$ cat src/rtl/eecfg_pkg.sv
package eecfg_pkg;

    localparam int WORD_W     = 16;
    localparam int ADDR_W     = 6;
    localparam int NWORDS     = 1 << ADDR_W;
    localparam int CMD_BITS   = 3 + ADDR_W;
    localparam int TGT_WORDS  = 16;
    localparam int TGT_SEL_W  = $clog2(TGT_WORDS) + 1;
    localparam logic [WORD_W-1:0] CHECK_MAGIC = 16'h1234;
    localparam logic [7:0]        DEF_BUS_ID  = 8'd7;
    localparam logic [ADDR_W-1:0] ID_WORD     = 6'd32;
    localparam logic [ADDR_W-1:0] EXP_WORD    = 6'd33;
    localparam int                NEG_BIT     = 11;

    typedef enum logic [1:0] {PH_GAP, PH_CMD, PH_DAT, PH_FIN} phase_e;

    // Serial command: start bit, read opcode 2'b10, word address, MSB first
    function automatic logic cmd_bit(input logic [ADDR_W-1:0] idx, input logic [3:0] k);
        logic [CMD_BITS-1:0] c;
        c = {1'b1, 2'b10, idx};
        return c[4'(CMD_BITS-1) - k];
    endfunction

endpackage

$ cat src/rtl/eecfg_tick.sv
module eecfg_tick #(
    parameter int HALF_CYC = 16000
) (
    input  logic clk,
    input  logic rst,
    output logic tick
);
    localparam int CW = $clog2(HALF_CYC + 1);

    logic [CW-1:0] cnt;

    assign tick = (cnt == CW'(HALF_CYC - 1));

    always_ff @(posedge clk) begin
        if (rst || tick) cnt <= '0;
        else             cnt <= cnt + 1'b1;
    end


    tick_range_chk: assert property (@(posedge clk) disable iff (rst)
        cnt <= CW'(HALF_CYC - 1));
endmodule

$ cat src/rtl/eecfg_serial.sv
module eecfg_serial
    import eecfg_pkg::*;
(
    input  logic              clk,
    input  logic              rst,
    input  logic              tick,
    input  logic              ee_do,
    output logic              ee_cs,
    output logic              ee_sk,
    output logic              ee_di,
    output logic              word_stb,
    output logic [ADDR_W-1:0] word_idx,
    output logic [WORD_W-1:0] word_data
);
    phase_e            phase;
    logic [ADDR_W-1:0] widx;
    logic [4:0]        bidx;
    logic [1:0]        sub;
    logic [WORD_W-2:0] sh;

    always_ff @(posedge clk) begin
        if (rst) begin
            phase     <= PH_GAP;
            widx      <= '0;
            bidx      <= '0;
            sub       <= '0;
            sh        <= '0;
            word_stb  <= 1'b0;
            word_idx  <= '0;
            word_data <= '0;
        end else begin
            word_stb <= 1'b0;
            if (tick) begin
                unique case (phase)
                    PH_GAP: begin
                        phase <= PH_CMD;
                        bidx  <= '0;
                        sub   <= '0;
                    end
                    PH_CMD: begin
                        if (sub == 2'd2) begin
                            sub <= '0;
                            if (bidx == 5'(CMD_BITS - 1)) begin
                                phase <= PH_DAT;
                                bidx  <= '0;
                            end else begin
                                bidx <= bidx + 5'd1;
                            end
                        end else begin
                            sub <= sub + 2'd1;
                        end
                    end
                    PH_DAT: begin
                        if (sub == 2'd0) begin
                            sub <= 2'd1;
                        end else begin
                            sub <= '0;
                            sh  <= {sh[WORD_W-3:0], ee_do};
                            if (bidx == 5'(WORD_W - 1)) begin
                                word_stb  <= 1'b1;
                                word_data <= {sh, ee_do};
                                word_idx  <= widx;
                                bidx      <= '0;
                                if (widx == ADDR_W'(NWORDS - 1)) begin
                                    phase <= PH_FIN;
                                end else begin
                                    widx  <= widx + 1'b1;
                                    phase <= PH_GAP;
                                end
                            end else begin
                                bidx <= bidx + 5'd1;
                            end
                        end
                    end
                    default: ;
                endcase
            end
        end
    end

    assign ee_cs = (phase == PH_CMD) || (phase == PH_DAT);
    assign ee_sk = ee_cs && (sub == 2'd1);
    assign ee_di = (phase == PH_CMD) && (sub != 2'd2) && cmd_bit(widx, bidx[3:0]);


    di_setup_chk: assert property (@(posedge clk) disable iff (rst)
        !$stable(ee_di) |-> !ee_sk);

    sk_in_cs_chk: assert property (@(posedge clk) disable iff (rst)
        ee_sk |-> ee_cs);

    gap_after_word_chk: assert property (@(posedge clk) disable iff (rst)
        word_stb |-> !ee_cs);
endmodule

$ cat src/rtl/eecfg_image.sv
module eecfg_image
    import eecfg_pkg::*;
#(
    parameter int MAX_EXP = 15,
    parameter int DEPTH_W = MAX_EXP + 2
) (
    input  logic                 clk,
    input  logic                 rst,
    input  logic                 word_stb,
    input  logic [ADDR_W-1:0]    word_idx,
    input  logic [WORD_W-1:0]    word_data,
    input  logic [TGT_SEL_W-1:0] tgt_sel,
    output logic [7:0]           tgt_byte,
    output logic                 cfg_done,
    output logic                 cfg_valid,
    output logic [7:0]           bus_id,
    output logic [DEPTH_W-1:0]   queue_depth,
    output logic                 act_neg
);
    logic [WORD_W-1:0] sum;
    logic [WORD_W-1:0] nsum;
    logic [WORD_W-1:0] tgt_mem [TGT_WORDS];
    logic [7:0]        id_q;
    logic              neg_q;
    logic [7:0]        exp_q;
    logic [WORD_W-1:0] sel_word;

    function automatic logic [DEPTH_W-1:0] depth_of(input logic [7:0] e);
        if (e > 8'(MAX_EXP)) return DEPTH_W'(1) << (MAX_EXP + 1);
        return DEPTH_W'(2) << e;
    endfunction

    assign nsum = sum + word_data;

    always_ff @(posedge clk) begin
        if (rst) begin
            sum         <= '0;
            id_q        <= '0;
            neg_q       <= 1'b0;
            exp_q       <= '0;
            cfg_done    <= 1'b0;
            cfg_valid   <= 1'b0;
            bus_id      <= DEF_BUS_ID;
            queue_depth <= '0;
            act_neg     <= 1'b0;
            for (int i = 0; i < TGT_WORDS; i++) tgt_mem[i] <= '0;
        end else if (word_stb && !cfg_done) begin
            sum <= nsum;
            if (word_idx < ADDR_W'(TGT_WORDS))
                tgt_mem[word_idx[TGT_SEL_W-2:0]] <= word_data;
            if (word_idx == ID_WORD) begin
                id_q  <= word_data[7:0];
                neg_q <= word_data[NEG_BIT];
            end
            if (word_idx == EXP_WORD) exp_q <= word_data[15:8];
            if (word_idx == ADDR_W'(NWORDS - 1)) begin
                cfg_done <= 1'b1;
                if (nsum == CHECK_MAGIC) begin
                    cfg_valid   <= 1'b1;
                    bus_id      <= id_q;
                    act_neg     <= neg_q;
                    queue_depth <= depth_of(exp_q);
                end
            end
        end
    end

    assign sel_word = tgt_mem[tgt_sel[TGT_SEL_W-1:1]];
    assign tgt_byte = tgt_sel[0] ? sel_word[15:8] : sel_word[7:0];


    done_hold_chk: assert property (@(posedge clk) disable iff (rst)
        cfg_done |=> cfg_done);

    cfg_stable_chk: assert property (@(posedge clk) disable iff (rst)
        cfg_done |=> ($stable(bus_id) && $stable(queue_depth) && $stable(act_neg) && $stable(cfg_valid)));

    valid_needs_done_chk: assert property (@(posedge clk) disable iff (rst)
        cfg_valid |-> cfg_done);

    default_while_loading_chk: assert property (@(posedge clk) disable iff (rst)
        !cfg_done |-> (bus_id == DEF_BUS_ID && queue_depth == '0 && !act_neg));

    depth_onehot_chk: assert property (@(posedge clk) disable iff (rst)
        $onehot0(queue_depth));
endmodule

$ cat src/rtl/eeprom_cfg_loader.sv
module eeprom_cfg_loader
    import eecfg_pkg::*;
#(
    parameter int HALF_CYC = 16000,
    parameter int MAX_EXP  = 15,
    localparam int DEPTH_W = MAX_EXP + 2
) (
    input  logic               clk,
    input  logic               rst,
    output logic               ee_cs,
    output logic               ee_sk,
    output logic               ee_di,
    input  logic               ee_do,
    input  logic [4:0]         tgt_sel,
    output logic [7:0]         tgt_byte,
    output logic               cfg_done,
    output logic               cfg_valid,
    output logic [7:0]         bus_id,
    output logic [DEPTH_W-1:0] queue_depth,
    output logic               act_neg
);
    logic              tick;
    logic              word_stb;
    logic [ADDR_W-1:0] word_idx;
    logic [WORD_W-1:0] word_data;

    eecfg_tick #(.HALF_CYC(HALF_CYC)) u_tick (
        .clk (clk),
        .rst (rst),
        .tick(tick)
    );

    eecfg_serial u_serial (
        .clk      (clk),
        .rst      (rst),
        .tick     (tick),
        .ee_do    (ee_do),
        .ee_cs    (ee_cs),
        .ee_sk    (ee_sk),
        .ee_di    (ee_di),
        .word_stb (word_stb),
        .word_idx (word_idx),
        .word_data(word_data)
    );

    eecfg_image #(.MAX_EXP(MAX_EXP), .DEPTH_W(DEPTH_W)) u_image (
        .clk        (clk),
        .rst        (rst),
        .word_stb   (word_stb),
        .word_idx   (word_idx),
        .word_data  (word_data),
        .tgt_sel    (tgt_sel),
        .tgt_byte   (tgt_byte),
        .cfg_done   (cfg_done),
        .cfg_valid  (cfg_valid),
        .bus_id     (bus_id),
        .queue_depth(queue_depth),
        .act_neg    (act_neg)
    );


    no_clock_after_done_chk: assert property (@(posedge clk) disable iff (rst)
        cfg_done |-> (!ee_cs && !ee_sk));
endmodule

$ cat config.mk
export PLATFORM = sky130hd
export DESIGN_NAME = eeprom_cfg_loader
export DESIGN_NICKNAME = d
export VERILOG_FILES = /design/src/rtl/eecfg_pkg.sv /design/src/rtl/eecfg_tick.sv /design/src/rtl/eecfg_serial.sv /design/src/rtl/eecfg_image.sv /design/src/rtl/eeprom_cfg_loader.sv
export SDC_FILE = /design/constraint.sdc
export NUM_CORES = 1
export LEC_CHECK = 0
export ABC_CLOCK_PERIOD_IN_PS = 4820
export BUFFER_PORTS_ARGS = -buffer_cell sky130_fd_sc_hd__clkbuf_2
export CAP_MARGIN = 40
export CORE_MARGIN = 2
export CORE_UTILIZATION = 60
export CTS_CLUSTER_DIAMETER = 100
export DETAILED_ROUTE_END_ITERATION = 7
export PLACE_DENSITY_LB_ADDON = 0.08
export SLEW_MARGIN = 20
export SYNTH_ARGS = -nofsm -noshare
export SYNTH_HDL_FRONTEND = slang
export SYNTH_HIERARCHICAL = 1
export SYNTH_SLANG_ARGS = --single-unit
$ cat constraint.sdc
create_clock -name clk -period 4.82 [get_ports clk]
set_input_delay 0.964 -clock clk [delete_from_list [all_inputs] [get_ports clk]]
set_output_delay 0.964 -clock clk [all_outputs]
set_load 0.03 [all_outputs]
==> out/results.ini <==
[run_status]
status=completed

[global_routing]
grt_usage_pct=28.94
grt_max_degree=66
grt_pass1_vias=11401
antenna_found_initial=2
grt_pass1_wl_um=67230
grt_overflow=0

[yosys]
async_reset_ff_share_pct=0
synth-edff-count=256
ys_types=73
yosys-top-cells-area=edfxtp_1 (43%), dfxtp_1 (14%), mux4_2 (10%), and2_1 (7.9%), nand2_1 (2.5%)
synthCells=1444
dominantRegCellSynth=edfxtp_1
yosysWarnings=6
synth_seq_cells=383
synthesis.nets=1477
synthesis.area_um2=17880
synth_top_cell_area_share_pct=43.00
yosysTopAreaCell=edfxtp_1
ys_seq_area_share_pct=57.21
avgSynthCellArea_um2=12.38

[clocking]
clock_sinks=383
tritoncts=done
cts_buffers=41
hold_buffers=0
cts.clk_slew.worst_paths_ns=0.06
htree_num_levels=2
clk_latency_ns=0.52
cts-resized-gates=0
root_buffer=clkbuf_16
cts_setup_buffers=0
clock_path_buffers=3

[sta]
slew_viol_final=0
finalWorstSetupSlack_ns=0.6943
worst_clock_skew_ns=0.01054
post-route-min-period_ns=4.126
timing.final.setup_violations=0
worst_pin_slew_ns=0.8046
rsz0062_at_grt=no
finalHoldViolCount=0
fin_tns_setup_ns=0
min_period_over_period_pct=85.60
fmax_ghz=0.2424
timing.slew.headroom_pct=46.20

[floorplanning]
fp.dieW_um=176.6
io_pins=47
row_count=63
fp.coreArea_um2=29480
die_h_um=176.6
start_util_pct=60.65
dieArea_um2=31200

[routing]
postRouteAntennaNets=0
wl_um=44370
vias_per_cell=6.185
post-route-drc-count=0
vias=11732
firstDrtPassIters=5
drt_iter0_drc=1071
wl_per_cell_um=23.39

[setup_path]
path_class=in2out
path_common_cell=mux4_2
r2r-start=u_serial/word_data[7]
worstPathRequired_ns=3.86
arrival_ns=3.16
slowest_delay_ns=0.56
worstReg2RegEnd=u_image/act_neg
path_cells=buf_4 > buf_12 > mux4_2 > mux4_2 > mux2_2 > clkbuf_2
path_max_fanout=29
cp-end-kind=output pin
crit_start=tgt_sel[1]
cpMaxStageDelayCell=mux4_2
reg2reg_depth=10
critPathLaunchType=primary input
rrSetupSlack_ns=0.85

[placement]
dp_slack_ns=0.6680
place_congestion=0.8482
hpwl_um=27150
numPortBuffers=45

[power]
switchingPower_uw=1454
leakage_uw=0.007268
pwr_density_cell_nw_per_um2=358.8
seqPwrFrac_pct=50.3
p_clk_share_pct=45.4
p_int_uw=5704
combPwrFrac_pct=4.4
swShare_pct=20.31
ir_worst_vdd_uv=242.2

[worst_hold_path]
min_from=u_serial/sh[14]
min_path_cells=2
hold_path_class=reg2reg
holdPathEnd=u_serial/sh[14]

[finish]
multiInputGateArea_um2=7137
nNetsFinal=1510
fill_cells=2151
area_growth_pct=11.58
drive_gt1_share_pct=18.06
finish.utilization_pct=67.67
register_area_um2=10230

[run]
drv_cap=0

## power by group through the flow
stage | Combinational (uW) | Clock (uW) | Sequential, uW
2_1_floorplan | 223 | 0 | 3650
3_3_place_gp | 305 | 0 | 3670
3_5_place_dp | 309 | 0 | 3670
4_1_cts | 310 | 3280 | 3600
5_1_grt | 330 | 3400 | 3600
6_report | 312 | 3250 | 3600
## flip-flops by register name (all words and copies together) (netlist names), 8 cells and up
signal	count
u_tick/cnt	14
u_image/tgt_mem	256
u_image/bus_id	8
u_image/sum	16
u_serial/sh	15
u_image/queue_depth	16
u_image/id_q	8
u_image/exp_q	8
u_serial/word_data	16
## final cells by class
| cell class | instances | area share [%] |
|---|---|---|
| Multi-Input combinational cell | 942 | 35.77 |
| Tap cell | 390 | 2.446 |
| Clock inverter | 22 | 1.568 |
| Sequential cell | 383 | 51.28 |
| Inverter | 19 | 0.3575 |
| Clock buffer | 50 | 5.362 |
| Timing Repair Buffer | 90 | 3.205 |
| Antenna cell | 1 | 0.01254 |
## placed cells by master, fill, tap and decap left out, drive strengths merged, types with 42 or more instances in the layout
cell,n
and2,227
nor2,93
nand2,117
a21oi,70
nor3,42
clkbuf,92
nand2b,42
mux4,80
edfxtp,256
dfxtp,127
buf,48
## cell usage after synthesis, types with 3 or more instances
master,n
edfxtp_1,256
and2_1,227
dfxtp_1,127
nand2_1,117
nor2_1,91
mux4_2,80
clkbuf_1,73
a21oi_1,69
nand2b_1,42
nor3_1,42
mux2i_1,30
ha_1,24
nor4_1,19
or2_2,19
inv_1,18
nand3_1,17
nand4_1,17
o21ai_0,15
o32ai_1,15
xnor2_1,15
buf_1,12
mux2_2,9
a211oi_1,8
buf_2,7
nor2b_1,7
a21o_1,6
xor2_1,6
nand3b_1,5
or3_1,5
a31oi_1,4
buf_6,4
buf_4,3
nor3b_1,3
## worst max path at each step
stage	end	slack (ns)	cells past startpoint
2_1_floorplan	tgt_byte[0]	0.61	5
5_1_grt	tgt_byte[0]	0.55	6
4_1_cts	tgt_byte[3]	0.66	6
3_3_place_gp	tgt_byte[0]	0.69	6
3_5_place_dp	tgt_byte[0]	0.67	6
6_report	tgt_byte[0]	0.69	6
## stage by stage
step	cell area (um^2)	hold slack, ns	total power (uW)	std cells
2_1_floorplan	17880	0.4302	3873	1444
3_3_place_gp	18470	0.4333	3971	1818
3_5_place_dp	18490	0.4470	3976	1819
4_1_cts	19870	0.4557	7192	1891
5_1_grt	19950	0.4773	7335	1896
6_report	19950	0.4563	7158	1897
## worst max-delay path: cells and delay by family
kind                   cells  cell delay [ns]
buffers and inverters      3             0.83
muxes                      3             1.36
## metal layers
layer  wire length [um]  global-route usage [%]  vias up
met4               1170                   8.264        2
met2              21440                   48.08      480
li1                   -                       -     5314
met3               3405                   5.155       85
met5                 13                       0        -
met1              18340                   39.47     5851
## logic make-up (layout without fill, tap and decap cells)
family	Yosys count	after routing	share of synthesized area, %
DFF	383	383	57.21
adders and majority gates	25	25	1.791
and+or+nand+nor	627	627	18.97
muxes	121	121	12.45
xor gates and xnor gates	22	22	1.183
buffers and inverters	119	181	2.869
AOI/OAI and AO/OA	146	146	5.500
other	1	2	0.02097
(Power assumes the default switching activity.)
